### src/rtl/idata_pkg.sv
package idata_pkg;
  localparam int AW = 8;
  localparam int DW = 8;
  localparam int DEPTH = 1 << AW;
  localparam int BITW = $clog2(DW);
  localparam logic [AW-1:0] SP_INIT = 8'h07;
  localparam logic [AW-1:0] BIT_BASE = 8'h20;

  typedef enum logic [2:0] {
    OP_DIRECT   = 3'd0,
    OP_INDIRECT = 3'd1,
    OP_BIT      = 3'd2,
    OP_REG      = 3'd3,
    OP_PUSH     = 3'd4,
    OP_POP      = 3'd5
  } accOp_e;

  typedef struct packed {
    logic [AW-1:0]   addr;
    logic            toSfr;
    logic            wrEn;
    logic            bitOp;
    logic [BITW-1:0] bitPos;
    logic            spInc;
    logic            spDec;
  } strobe_t;
endpackage

### src/rtl/idata_ctrl.sv
module idata_ctrl
  import idata_pkg::*;
(
  input  logic          clk,
  input  logic          rstN,
  input  logic          accValid,
  input  logic [2:0]    accOp,
  input  logic [1:0]    accBank,
  input  logic          accWrite,
  input  logic [AW-1:0] accOperand,
  input  logic [AW-1:0] ptrVal,
  input  logic [AW-1:0] spVal,
  output strobe_t       strb
);
  always_comb begin
    strb = '0;
    if (accValid) begin
      case (accOp_e'(accOp))
        OP_DIRECT: begin
          strb.addr  = accOperand;
          strb.toSfr = accOperand[AW-1];
          strb.wrEn  = accWrite;
        end
        OP_INDIRECT: begin
          strb.addr = ptrVal;
          strb.wrEn = accWrite;
        end
        OP_BIT: begin
          strb.bitOp  = 1'b1;
          strb.bitPos = accOperand[BITW-1:0];
          strb.wrEn   = accWrite;
          if (accOperand[AW-1]) begin
            strb.addr  = {accOperand[AW-1:BITW], {BITW{1'b0}}};
            strb.toSfr = 1'b1;
          end else begin
            strb.addr = BIT_BASE + AW'(accOperand[AW-2:BITW]);
          end
        end
        OP_REG: begin
          strb.addr = {3'b000, accBank, accOperand[2:0]};
          strb.wrEn = accWrite;
        end
        OP_PUSH: begin
          strb.addr  = spVal + 1'b1;
          strb.wrEn  = 1'b1;
          strb.spInc = 1'b1;
        end
        OP_POP: begin
          strb.addr  = spVal;
          strb.spDec = 1'b1;
        end
        default: strb = '0;
      endcase
    end
  end

  AST_SFR_UPPER: assert property (@(posedge clk) disable iff (!rstN)
    strb.toSfr |-> strb.addr[AW-1]);
  AST_SFR_BIT_ALIGN: assert property (@(posedge clk) disable iff (!rstN)
    (strb.toSfr && strb.bitOp) |-> (strb.addr[BITW-1:0] == '0));
  AST_BIT_AREA: assert property (@(posedge clk) disable iff (!rstN)
    (strb.bitOp && !strb.toSfr) |-> (strb.addr[AW-1:4] == 4'h2));
  AST_REG_LOW: assert property (@(posedge clk) disable iff (!rstN)
    (accValid && accOp == OP_REG) |-> (strb.addr < 8'h20 && !strb.toSfr));
  AST_INDIRECT_RAM: assert property (@(posedge clk) disable iff (!rstN)
    (accValid && accOp == OP_INDIRECT) |-> !strb.toSfr);
  AST_STACK_EXCL: assert property (@(posedge clk) disable iff (!rstN)
    !(strb.spInc && strb.spDec));
endmodule

### src/rtl/idata_path.sv
module idata_path
  import idata_pkg::*;
(
  input  logic          clk,
  input  logic          rstN,
  input  strobe_t       strb,
  input  logic [1:0]    accBank,
  input  logic          ptrSel,
  input  logic [DW-1:0] accWdata,
  input  logic [DW-1:0] sfrRdata,
  output logic [AW-1:0] ptrVal,
  output logic [AW-1:0] spVal,
  output logic [DW-1:0] rdData,
  output logic          rdBit,
  output logic          sfrReq,
  output logic          sfrWrite,
  output logic [AW-1:0] sfrAddr,
  output logic [DW-1:0] sfrWdata
);
  logic [DW-1:0] mem [DEPTH];
  logic [AW-1:0] spQ;
  logic [DW-1:0] byteRd;
  logic [DW-1:0] wrByte;

  assign ptrVal = mem[{3'b000, accBank, 2'b00, ptrSel}];
  assign byteRd = strb.toSfr ? sfrRdata : mem[strb.addr];
  assign rdData = byteRd;
  assign rdBit  = byteRd[strb.bitPos];
  assign spVal  = spQ;

  for (genvar i = 0; i < DW; i++) begin : g_merge
    always_comb begin
      if (!strb.bitOp)               wrByte[i] = accWdata[i];
      else if (strb.bitPos == BITW'(i)) wrByte[i] = accWdata[0];
      else                           wrByte[i] = byteRd[i];
    end
  end

  assign sfrReq   = strb.toSfr;
  assign sfrWrite = strb.toSfr & strb.wrEn;
  assign sfrAddr  = strb.addr;
  assign sfrWdata = wrByte;

  always_ff @(posedge clk) begin
    if (!rstN) begin
      for (int i = 0; i < DEPTH; i++) mem[i] <= '0;
    end else if (strb.wrEn && !strb.toSfr) begin
      mem[strb.addr] <= wrByte;
    end
  end

  always_ff @(posedge clk) begin
    if (!rstN)            spQ <= SP_INIT;
    else if (strb.spInc)  spQ <= spQ + 1'b1;
    else if (strb.spDec)  spQ <= spQ - 1'b1;
  end

  AST_SFR_KEEPS_RAM: assert property (@(posedge clk) disable iff (!rstN)
    strb.toSfr |=> (mem[$past(strb.addr)] == $past(mem[strb.addr])));
  AST_PUSH_LANDS: assert property (@(posedge clk) disable iff (!rstN)
    strb.spInc |=> (mem[spQ] == $past(accWdata)));
  AST_POP_STEP: assert property (@(posedge clk) disable iff (!rstN)
    strb.spDec |=> (spQ == $past(spQ) - 8'd1));
endmodule

### src/rtl/idata_router.sv
module idata_router
  import idata_pkg::*;
(
  input  logic          clk,
  input  logic          rstN,
  input  logic          accValid,
  input  logic [2:0]    accOp,
  input  logic [1:0]    accBank,
  input  logic          accWrite,
  input  logic [7:0]    accOperand,
  input  logic [7:0]    accWdata,
  output logic [7:0]    rdData,
  output logic          rdBit,
  output logic          sfrReq,
  output logic          sfrWrite,
  output logic [7:0]    sfrAddr,
  output logic [7:0]    sfrWdata,
  input  logic [7:0]    sfrRdata
);
  strobe_t       strb;
  logic [AW-1:0] ptrVal;
  logic [AW-1:0] spVal;

  idata_ctrl i_ctrl (
    .clk(clk), .rstN(rstN), .accValid(accValid), .accOp(accOp),
    .accBank(accBank), .accWrite(accWrite), .accOperand(accOperand),
    .ptrVal(ptrVal), .spVal(spVal), .strb(strb)
  );

  idata_path i_path (
    .clk(clk), .rstN(rstN), .strb(strb), .accBank(accBank),
    .ptrSel(accOperand[0]), .accWdata(accWdata), .sfrRdata(sfrRdata),
    .ptrVal(ptrVal), .spVal(spVal), .rdData(rdData), .rdBit(rdBit),
    .sfrReq(sfrReq), .sfrWrite(sfrWrite), .sfrAddr(sfrAddr),
    .sfrWdata(sfrWdata)
  );

  AST_SFR_QUIET: assert property (@(posedge clk) disable iff (!rstN)
    !accValid |-> (!sfrReq && !sfrWrite));
  AST_SFR_WRITE_REQ: assert property (@(posedge clk) disable iff (!rstN)
    sfrWrite |-> sfrReq);
endmodule

### config.mk
export PLATFORM = sky130hd
export DESIGN_NAME = idata_router
export DESIGN_NICKNAME = d
export VERILOG_FILES = /design/src/rtl/idata_pkg.sv /design/src/rtl/idata_ctrl.sv /design/src/rtl/idata_path.sv /design/src/rtl/idata_router.sv
export SDC_FILE = /design/constraint.sdc
export NUM_CORES = 2
export LEC_CHECK = 0
export ABC_AREA = 1
export BUFFER_PORTS_ARGS = -buffer_cell sky130_fd_sc_hd__buf_2
export CAP_MARGIN = 0
export CORE_AREA = 3 3 499 501
export DETAILED_ROUTE_END_ITERATION = 12
export DIE_AREA = 0 0 502 504
export PLACE_DENSITY = 0.64
export SETUP_SLACK_MARGIN = 0.5
export SLEW_MARGIN = 30
export SYNTH_ARGS = -nofsm -noshare
export SYNTH_HDL_FRONTEND = slang
export SYNTH_HIERARCHICAL = 1
export SYNTH_SLANG_ARGS = --single-unit
### constraint.sdc
create_clock -name clk -period 6.2 [get_ports clk]
set_input_delay 0.93 -clock clk [delete_from_list [all_inputs] [get_ports clk]]
set_output_delay 0.93 -clock clk [all_outputs]
set_load 0.005 [all_outputs]
==> flow_summary.yaml <==
critical_path:
  crit_required_ns: 5.27
  crit_fanout: 18
  crit_slowest_cell: "nor2_1"
  critPathArrivalTime_ns: 5.10
  reg2reg_depth: 31
  critPathKind: "in -> out"
  start_kind: "primary input"
  ff2ff_setup_slack_ns: 1.05
  max_stage_delay_ns: 0.22
  cpMostUsedCell: "nand2_1"
  critical_path.endpoint_type: "output port"
global_route:
  antenna_found_initial: 14
  grt_pass1_wl_um: 526000
  grt_util_all_layers: 0.277
  grt_overflow: 0
  grt_max_degree: 143
  grt_pass1_vias: 79800
yosys:
  synthAdderAreaFrac: 0.00110
  synth_commonest_cells: "4644 x nand2_1, 2048 x edfxtp_1, 1894 x a21oi_1, 557 x nor2_1, 495 x clkbuf_1"
  syn-num-nets: 10700
  ys_seq_elements: 2056
  synth.area.mux_share: 0
  yosys.area_share.simple: 0.219
  synth_top_flop_cell: "edfxtp_1"
  yosysMostFrequentCell: "nand2_1"
  synthCells: 10700
  syn_avg_cell_area_um2: 9.16
  ys_seq_area_frac: 0.630
  synthDistinctLibCells: 33
  ys_async_sr_fraction: 0
  synth_compound_area_frac: 0.108
  synth_warnings: 6
  synth_xor_area_frac: 0.000358
  yosysTopAreaCell: "edfxtp_1"
  yosysTopAreaCellShare: 0.628
  syn_area_um2: 97900
  synth_top_family_by_area: "simple AND/OR/NAND/NOR gates"
  synth_edf_count: 2048
  synthTopCellsByArea: "edfxtp_1 63%, nand2_1 18%, a21oi_1 9.7%"
routing:
  drtPass1Iterations: 10
  drc: 0
  wl_per_cell_um: 26.1
  num_vias: 83700
  drtIter0Drc: 11900
  drtAntennaViolNets: 0
  routed_wl_um: 365000
  vias_per_cell: 5.99
clocking:
  cts_buffer_depth: 3
  clock_latency_ns: 0.89
  cts_max_level: 4
  cts_tree: "built"
  path_clk_slew_ns: 0.06
  cts_sinks: 2056
  numCtsBuffers: 210
  cts-root-buf: "clkbuf_16"
  cts_hold_buffers: 0
pwr:
  p_leak_nw: 45.0
  irDropWorstVdd_mv: 0.346
  finalPower_mw: 32.1
  power_density_nw_per_um2: 286
sta:
  post-route-period-util: 0.973
  finalHoldViolCount: 0
  maxSlewViolCount: 0
  max-slew-margin-rel: 0.172
  setup_viol: 0
  max_freq_ghz: 0.166
  tightestPinTransition_ns: 1.24
  min_period_ns: 6.03
  rsz0062_at_grt: "true"
  fin_skew_ns: 0.0519
placed_design:
  place_congestion: 0.958
  place_hpwl_um: 210000
  numPortBuffers: 59
die:
  start_util: 0.399
  io-pin-count: 60
  die_area_um2: 253000
  die_w_um: 502
  coreArea_um2: 245000
  fp.dieH_um: 504
  num_rows: 182
cells_and_area:
  areaGrowthSynthToFinish_pct: 14.5
  layout-drive-gt1-share: 0.0937
  fin_util: 0.457
  layout.nets: 10600
job:
  cap_violations: 0
outcome:
  status: "finished clean"
hold_path:
  whs_path_depth: 2
  hp-class: "reg -> reg"
==> sequential cells by signal, summed over array words and instances, names as in the netlist <==
register and count:
i_path/mem 2048, i_path/spVal 8
==> logic make-up after synthesis <==
family | Yosys count
AOI/OAI and AO/OA | 2111
xor gates and xnor gates | 4
adders and majority gates | 8
buffers and inverters | 958
DFF | 2056
and+or+nand+nor | 5555
==> power breakdown <==
part	switching, mW	internal (mW)	total (mW)
clock network	5.51	6.98	12.5
logic	2.78	1.00	3.78
registers	0.150	15.7	15.9
==> what timing repair did <==
item,CTS,global route
gates cloned,17,7
buffers inserted,11,12
endpoints found under the setup margin,22,17
pin swaps,30,12
gates resized for setup,164,108
==> worst max-delay path, delay by kind of cell <==
family          cells  cell delay (ns)
compound gates      4             0.46
buf+inv            13             1.98
simple gates       16             1.65
==> cell type report <==
type	instances	area (um^2)
timing repair buffer	533	6250
multi-input combinational	7678	33000
tap	3220	4030
sequential	2056	61700
fill	22900	133000
inverter	98	454
clock inverter	118	1130
antenna	10	25.0
timing repair inverter	1	8.76
clock buffer	264	5530
==> worst paths after layout <==
path,from,end
setup / recovery,accOperand[0],sfrWdata[3]
hold / removal,i_path/spVal[7]$_SDFFE_PN0P_,i_path/spVal[7]$_SDFFE_PN0P_
setup reg to reg,i_path/spVal[1]$_SDFFE_PN1P_,i_path/mem[85][2]$_SDFFCE_PN0P_
hold reg to reg,i_path/spVal[7]$_SDFFE_PN0P_,i_path/spVal[7]$_SDFFE_PN0P_
==> cell usage in the layout (no fill, tap or decap), types with 49 or more instances in the layout <==
cell and instances:
clkinv_1 51, nand4_1 114, nand3_1 218, buf_4 291, clkbuf_16 218, inv_1 76, nor2_1 494, nand2_1 4592
edfxtp_1 2048, buf_2 56, a21oi_1 1890, o21ai_0 79, clkbuf_1 49, o21ai_1 85, buf_12 114
==> layer usage <==
layer | routed length [um] | track usage | vias up
li1 | - | - | 36100
met1 | 131000 | 0.360 | 40500
met2 | 164000 | 0.428 | 6091
met3 | 48400 | 0.0647 | 1017
met4 | 21600 | 0.151 | 4
met5 | 154 | 0 | -
==> metrics by stage <==
stage          worst slack, ns  hold slack, ns  TNS (ns)  area [um^2]  instances
2_1_floorplan            0.833           0.452         0        97900      10700
5_1_grt               -0.00437           0.517  -0.00437       112000      14000
3_3_place_gp            -0.401           0.480    -83.81       104000      13500
6_report                 0.170           0.498         0       112000      14000
4_1_cts                  0.241           0.501         0       111000      13900
3_5_place_dp            -0.387           0.491    -58.35       104000      13500
Note: power is estimated with default switching activity, not from simulation.
